--- config.mk ---
export PLATFORM = sky130hd
export DESIGN_NAME = addr_reloc_unit
export DESIGN_NICKNAME = d
export VERILOG_FILES = /design/src/rtl/reloc_pkg.sv /design/src/rtl/reloc_regs.sv /design/src/rtl/reloc_bound_check.sv /design/src/rtl/reloc_adder.sv /design/src/rtl/addr_reloc_unit.sv
export SDC_FILE = /design/constraint.sdc
export NUM_CORES = 1
export LEC_CHECK = 0
export BUFFER_PORTS_ARGS = -buffer_cell sky130_fd_sc_hd__buf_2
export CELL_PAD_IN_SITES_DETAIL_PLACEMENT = 0
export CELL_PAD_IN_SITES_GLOBAL_PLACEMENT = 1
export CORE_MARGIN = 8
export CORE_UTILIZATION = 36
export DETAILED_ROUTE_END_ITERATION = 7
export PLACE_DENSITY_LB_ADDON = 0.05
export SETUP_SLACK_MARGIN = 0.15
export SLEW_MARGIN = 0
export SYNTH_ARGS = -nofsm -noshare
export SYNTH_HDL_FRONTEND = slang
export SYNTH_SLANG_ARGS = --single-unit
--- constraint.sdc ---
create_clock -name clk -period 2.1 [get_ports clk]
set_clock_uncertainty 0.1 [all_clocks]
set_input_delay 0.105 -clock clk [delete_from_list [all_inputs] [get_ports clk]]
set_output_delay 0.105 -clock clk [all_outputs]
set_load 0.05 [all_outputs]
--- src/rtl/reloc_pkg.sv ---
// Package: shared types for the relocation unit.
// Assumes: nothing beyond IEEE 1800-2017.
package reloc_pkg;

    // Which configuration register a write targets.
    typedef enum logic {
        SEL_BASE  = 1'b0,
        SEL_LIMIT = 1'b1
    } cfg_sel_e;

endpackage

--- src/rtl/reloc_regs.sv ---
// Module: reloc_regs
// Holds the base and limit registers. A write lands only when the write
// strobe and the supervisor input are both high at a rising edge.
// Assumes: PA_W >= LIM_W; synchronous active-low reset clears both to zero.
module reloc_regs
    import reloc_pkg::*;
#(
    parameter int PA_W  = 20,
    parameter int LIM_W = 17
) (
    input  logic             clk,
    input  logic             rst_n,
    input  logic             supervisor,
    input  logic             wr_en,
    input  cfg_sel_e         sel,
    input  logic [PA_W-1:0]  wdata,
    output logic [PA_W-1:0]  base_q,
    output logic [LIM_W-1:0] limit_q
);

    logic wr_ok;

    // Qualify the write with privilege.
    always_comb wr_ok = wr_en && supervisor;

    // Register update with synchronous reset.
    always_ff @(posedge clk) begin
        if (!rst_n) begin
            base_q  <= '0;
            limit_q <= '0;
        end else if (wr_ok) begin
            if (sel == SEL_BASE) base_q  <= wdata;
            else                 limit_q <= wdata[LIM_W-1:0];
        end
    end

    // unprivileged writes leave both registers untouched.
    assert_user_write_ignored_R7: assert property (@(posedge clk) disable iff (!rst_n)
        (wr_en && !supervisor) |=> ($stable(base_q) && $stable(limit_q)));

    // a privileged base write is visible the next cycle.
    assert_base_write_R6: assert property (@(posedge clk) disable iff (!rst_n)
        (wr_en && supervisor && sel == SEL_BASE) |=> (base_q == $past(wdata)));

    // a privileged limit write is visible the next cycle.
    assert_limit_write_R6: assert property (@(posedge clk) disable iff (!rst_n)
        (wr_en && supervisor && sel == SEL_LIMIT) |=> (limit_q == $past(wdata[LIM_W-1:0])));

endmodule

--- src/rtl/reloc_bound_check.sv ---
// Module: reloc_bound_check
// Compares the untranslated logical address against the limit.
// Assumes: LIM_W = LA_W + 1 so a limit of 2**LA_W admits every address.
module reloc_bound_check #(
    parameter int LA_W  = 16,
    parameter int LIM_W = 17
) (
    input  logic [LA_W-1:0]  laddr,
    input  logic [LIM_W-1:0] limit,
    output logic             in_range
);

    // Strict unsigned compare; a zero limit admits nothing.
    always_comb in_range = (LIM_W'(laddr) < limit);

endmodule

--- src/rtl/reloc_adder.sv ---
// Module: reloc_adder
// Adds the base to the zero-extended logical address at physical width
// and reports the carry out of the top bit.
// Assumes: PA_W >= LA_W.
module reloc_adder #(
    parameter int LA_W = 16,
    parameter int PA_W = 20
) (
    input  logic [PA_W-1:0] base,
    input  logic [LA_W-1:0] laddr,
    output logic [PA_W-1:0] sum,
    output logic            carry
);

    logic [PA_W:0] wide;

    // One extra bit holds the carry.
    always_comb begin
        wide  = {1'b0, base} + {1'b0, PA_W'(laddr)};
        sum   = wide[PA_W-1:0];
        carry = wide[PA_W];
    end

endmodule

--- src/rtl/addr_reloc_unit.sv ---
// Module: addr_reloc_unit (top)
// Run-time base-and-limit relocation. A user request is bounded on its
// logical address, then relocated by the base. A failed bound or an
// adder carry blocks the request and pulses trap. Supervisor requests
// pass unchanged. Request-to-output is combinational.
// Assumes: PA_W >= LA_W + 1.
module addr_reloc_unit
    import reloc_pkg::*;
#(
    parameter int LA_W = 16,
    parameter int PA_W = 20
) (
    input  logic            clk,
    input  logic            rst_n,
    input  logic            supervisor,
    input  logic            cfg_we,
    input  logic            cfg_sel,
    input  logic [PA_W-1:0] cfg_wdata,
    input  logic            req_valid,
    input  logic [LA_W-1:0] req_laddr,
    output logic            mem_valid,
    output logic [PA_W-1:0] mem_paddr,
    output logic            trap
);

    localparam int LIM_W = LA_W + 1;

    logic [PA_W-1:0]  base_q;
    logic [LIM_W-1:0] limit_q;
    logic             in_range;
    logic [PA_W-1:0]  reloc_sum;
    logic             reloc_carry;
    logic             user_ok;
    cfg_sel_e         sel_e;

    // Map the raw select bit onto the register enum.
    always_comb sel_e = cfg_sel_e'(cfg_sel);

    reloc_regs #(.PA_W(PA_W), .LIM_W(LIM_W)) u_regs (
        .clk        (clk),
        .rst_n      (rst_n),
        .supervisor (supervisor),
        .wr_en      (cfg_we),
        .sel        (sel_e),
        .wdata      (cfg_wdata),
        .base_q     (base_q),
        .limit_q    (limit_q)
    );

    reloc_bound_check #(.LA_W(LA_W), .LIM_W(LIM_W)) u_bound (
        .laddr    (req_laddr),
        .limit    (limit_q),
        .in_range (in_range)
    );

    reloc_adder #(.LA_W(LA_W), .PA_W(PA_W)) u_add (
        .base  (base_q),
        .laddr (req_laddr),
        .sum   (reloc_sum),
        .carry (reloc_carry)
    );

    // Decide forward or trap, and pick the outgoing address.
    always_comb begin
        user_ok   = in_range && !reloc_carry;
        mem_valid = req_valid && (supervisor || user_ok);
        trap      = req_valid && !supervisor && !user_ok;
        mem_paddr = supervisor ? PA_W'(req_laddr) : reloc_sum;
    end

    // any forwarded user request lies below the limit.
    assert_below_limit_R1: assert property (@(posedge clk) disable iff (!rst_n)
        (mem_valid && !supervisor) |-> (LIM_W'(req_laddr) < limit_q));

    // a forwarded user address never wraps below the base.
    assert_no_overflow_R3: assert property (@(posedge clk) disable iff (!rst_n)
        (mem_valid && !supervisor) |-> (mem_paddr >= base_q));

    // trap and forward are exclusive, and trap needs a request.
    assert_trap_excl_R4: assert property (@(posedge clk) disable iff (!rst_n)
        trap |-> (!mem_valid && req_valid));

    // idle cycles produce no output activity.
    assert_idle_quiet_R5: assert property (@(posedge clk) disable iff (!rst_n)
        !req_valid |-> (!mem_valid && !trap));

    // supervisor requests pass through untouched.
    assert_super_bypass_R8: assert property (@(posedge clk) disable iff (!rst_n)
        (req_valid && supervisor) |-> (mem_valid && !trap && mem_paddr == PA_W'(req_laddr)));

endmodule

# After elaboration in Yosys (flattened, before gate mapping)
# Index checks and enable logic that the tools add are counted.
# word_totals
ff_bits	37
inputBits	42
# classes
n_addsub	1
n_lt_le_gt_ge	1
muxes	1
bitwise	1
n_reduce_logical	11
# ops
op	count
20-bit by 16-bit adder with 21-bit output	1
20-bit 2-to-1 mux	1
16-bit by 17-bit < comparator with 1-bit output	1
1-bit logical AND	5
2-bit AND reduction	2
1-bit logical NOT	3
1-bit logical OR	1
1-bit NOT	1

# Depth between registers and ports, before layout
# logic_depth
ltp_word	5
ltp_mapped	9

# Cells and area by module
# A second synthesis with hierarchy kept.
# unflattened
cells_unflattened	345
area_unflattened_um2	2974.1
# by_module_without_submodules
mod	instances	cells_each	area_each_um2	seq_area_each_um2
reloc_regs	1	144	1441.4	740.7
reloc_adder	1	123	909.6	0.0
reloc_bound_check	1	53	374.1	0.0
addr_reloc_unit	1	25	249.0	0.0

# Worst setup path before layout
# OpenSTA, ideal clock, no wires.
# synth_path
path_type	reg-to-output
start	reg u_regs.base_q[0]
end	out mem_paddr[12]
arrival_time_ps	2955
t_required_ps	1895
path_slack_ps	-1060
path_stages_with_launch	10
path_buffers	0
path_cell_list	dfxtp_1 > ha_1 > inv_1 > fa_1 > and2b_1 > o211ai_2 > a211oi_4 > a211oi_1 > xor2_1 > o21ai_0
# synth_between
elab_chain_cells	2
# synth_lines
item	line	rtl
start: declaration	reloc_regs.sv:17	output logic [PA_W-1:0] base_q,
start signal: assignment	reloc_regs.sv:32	if (sel == SEL_BASE) base_q <= wdata;
20-bit by 16-bit adder with 21-bit output	reloc_adder.sv:19	wide = {1'b0, base} + {1'b0, PA_W'(laddr)};
20-bit 2-to-1 mux	addr_reloc_unit.sv:68	mem_paddr = supervisor ? PA_W'(req_laddr) : reloc_sum;
end: declaration	addr_reloc_unit.sv:22	output logic [PA_W-1:0] mem_paddr,
# Every way passes these cells.

# Final worst setup path
# layout_path
start	reg u_regs.base_q[0]
end	out trap
# layout_between
elab_chain_cells	5
# layout_lines
item	line	rtl
20-bit by 16-bit adder with 21-bit output	reloc_adder.sv:19	
1-bit logical NOT	addr_reloc_unit.sv:65	user_ok = in_range && !reloc_carry;
1-bit logical AND	addr_reloc_unit.sv:65	
1-bit logical NOT	addr_reloc_unit.sv:67	trap = req_valid && !supervisor && !user_ok;
1-bit logical AND	addr_reloc_unit.sv:67	
end: declaration	addr_reloc_unit.sv:23	output logic trap
# Every way passes these cells.

==> impl_metrics.toml <==
[outcome]
status = "complete, but fails checks"
violations = "setup timing"

[routing]
dr.first_iter.drc_count = 114
num_vias = 3087
drt_pass1_iterations = 4
viasPerCell = 4.92
wl_per_cell_um = 14.8
finalWirelength_um = 9290
antenna_left = 0
route.detailed.drc = 0

[clock_network]
clkLatencyLatePin_ns = 0.28
cts_root_buf = "clkbuf_8"
cts_max_path_buffers = 2
htreeDepth = 2
clkSinkCount = 37
path_clk_slew_ns = 0.07
cts_buffers = 5
cts_tree = "yes"

[timing]
rsz0062_at_grt = "yes"
fmax_mhz = 359
worst_slack_ns = -0.686
setup_violations = 19
fin_setup_tns_ns = -9.42
timing.final.crit_period_ns = 2.79
hold_viol = 0
slew_headroom = 0.522
worst_pin_slew_ns = 0.716
finalMaxSlewViolations = 0
finalCritPeriodShare = 1.33

[synth]
synth-edff-count = 0
synth_ff_type = "dfxtp_1"
syn_area_um2 = 2970
seq_area_frac_synth = 0.249
yosys-top-cells-area = "dfxtp_1, ha_1, nand2_1, a21boi_0, o21ai_0"
async_flop_share = 0
yosysTopAreaCellShare = 0.249
ys_warn_count = 0
synthCells = 382
synthDistinctLibCells = 56
avgSynthCellArea_um2 = 7.78
synth-seq-cells = 37
syn_nets = 456
yosysTopAreaCell = "dfxtp_1"

[finish]
nets = 597
final_cell_area_um2 = 4850
area_growth_pct = 63.2
instances_no_fill = 628
final.fill_count = 750
diodes = 0
drive_gt1_frac = 0.419

[placed_design]
dpl.cell_count = 594
placed_cell_area_um2 = 4200
port_buffers = 63
gp_congestion = 0.867
dp_hpwl_um = 7460

[grt]
gr-total-overflow = 0
antenna_found_initial = 0
grt_pass1_wl_um = 15400
grt_pass1_vias = 3088
grt_max_degree = 38
grtUsageTotal = 0.164

[job]
cap_violations = 0

[power_and_ir_drop]
total_leakage_power_nw = 2.00
vdd_drop_max_v = 0.000341
power_density_nw_per_um2 = 432

[worst_setup_path]
start_kind = "flop"
rrSetupSlack_ns = 1.19
r2r_end = "u_regs.base_q[1]"
end_kind = "output port"
r2r_start = "u_regs.base_q[1]"
reg2regPathDepth = 4
cp.arrival_ns = 2.58
crit_type = "reg2out"
required_ns = 1.89
cp_max_fo = 4

[die]
die_h_um = 107
placementRows = 33
start_util = 0.367
core_area_um2 = 8090
ios = 64
die-area_um2 = 11400
die_w_um = 107

[hold_path]
holdPathEnd = "u_regs.base_q[19]"
min_path_type = "in2reg"
whs_path_depth = 3
min_from = "cfg_wdata[19]"
-- area by class of cell --
class                      count  area (µm²)  area share
multi-input combinational    301        2570       0.531
timing repair buffer         153        1220       0.251
sequential                    37         747       0.154
tap                          105         131      0.0271
inverter                      25        93.8      0.0194
clock buffer                   7        86.3      0.0178
-- how the worst max path moves through the flow --
stage	start	endpoint	slack (ns)	depth (start not counted)
after floorplan	u_regs.base_q[0]	trap	-0.47	9
after global placement	u_regs.base_q[0]	mem_paddr[18]	-0.45	11
after detailed placement	u_regs.base_q[0]	mem_paddr[18]	-0.49	11
after CTS	u_regs.base_q[0]	mem_paddr[16]	-0.73	12
after global routing	u_regs.base_q[0]	trap	-0.78	11
final	u_regs.base_q[0]	trap	-0.69	11
-- worst max-delay path, stage by stage, from the launching register on --
cell      delay (ns)
dfxtp_2         0.35
ha_4            0.14
inv_2           0.03
fa_2            0.33
and2b_1         0.23
o211ai_2        0.11
a211oi_4        0.23
buf_6           0.15
a211oi_2        0.07
o221a_2         0.29
nor3b_4         0.18
buf_6           0.18
-- what timing repair did --
action	4_1_cts	5_1_grt
cloned	0	0
pin swaps	23	19
endpoints found under the setup margin	20	20
gates resized for setup	68	9
endpoints found under the hold margin	36	0
hold buffers	19	0
setup buffers	5	3
-- flip-flops by register name, indices dropped and copies added (netlist names) --
register,flops
u_regs.limit_q,17
u_regs.base_q,20
-- logic make-up (layout without fill, tap and decap cells) --
logic type	after synthesis	after routing	share of synthesized area
adder cells (fa/ha/maj)	32	32	0.137
buffers and inverters	44	185	0.0636
AO/OA/AOI/OAI	122	122	0.306
XOR/XNOR	11	11	0.0324
AND/OR/NAND/NOR	135	135	0.207
multiplexers	1	1	0.00379
flip-flops	37	37	0.249
-- per-layer routing --
metal	vias to the layer above	wire, µm	GRT usage
li1	1617	-	-
met1	1408	4850	0.237
met2	54	4010	0.250
met3	8	338	0.0210
met4	0	86	0.0402
met5	-	0	0
-- report_power, final --
part / leakage (nW) / switching (W) / internal [W] / total, W
Clock: 0.0443 / 0.000236 / 0.000260 / 0.000496
Sequential: 0.303 / 0.0000198 / 0.000726 / 0.000745
Combinational: 1.65 / 0.000462 / 0.000390 / 0.000852
-- metrics by stage --
stage / power, W / setup WS [ns] / hold slack [ns] / utilization
final: 0.00209 / -0.686 / 0.0236 / 0.599
after global routing: 0.00220 / -0.781 / 0.0453 / 0.599
after CTS: 0.00210 / -0.730 / 0.0137 / 0.590
after detailed placement: 0.00149 / -0.487 / 0.270 / 0.519
after global placement: 0.00148 / -0.445 / 0.256 / 0.519
after floorplan: 0.00125 / -0.470 / 0.142 / -
-- cells in the final DEF, fill, tap and decap left out, drive strengths merged, types with 2 or more instances in the layout --
| cell type | count |
|---|---|
| a21o | 12 |
| buf | 134 |
| xor2 | 5 |
| o21a | 3 |
| o211a | 2 |
| a21oi | 19 |
| inv | 25 |
| a211oi | 6 |
| xnor2 | 6 |
| or3 | 4 |
| nand4 | 4 |
| clkbuf | 7 |
| o21ai | 23 |
| nand2 | 95 |
| dfxtp | 37 |
| dlygate4sd3 | 19 |
| a31oi | 3 |
| nand3 | 6 |
| a21boi | 38 |
| and3 | 3 |
| o211ai | 2 |
| nor3b | 2 |
| nor3 | 4 |
| nor2 | 7 |
| o21bai | 2 |
| ha | 31 |
| nor2b | 2 |
| o31ai | 4 |
| nand2b | 3 |
-- cells in the mapped netlist, types with 4 or more instances --
library cell	number
xor2_1	5
xnor2_1	6
nand2_1	95
a21boi_0	38
a21oi_1	18
nor2_1	6
o21ai_0	19
nor3_1	4
dfxtp_1	37
clkbuf_1	14
ha_1	31
inv_1	25
or3_1	4
nand3_1	6
a21o_1	11
No activity file was read; power rests on OpenSTA's default activity.
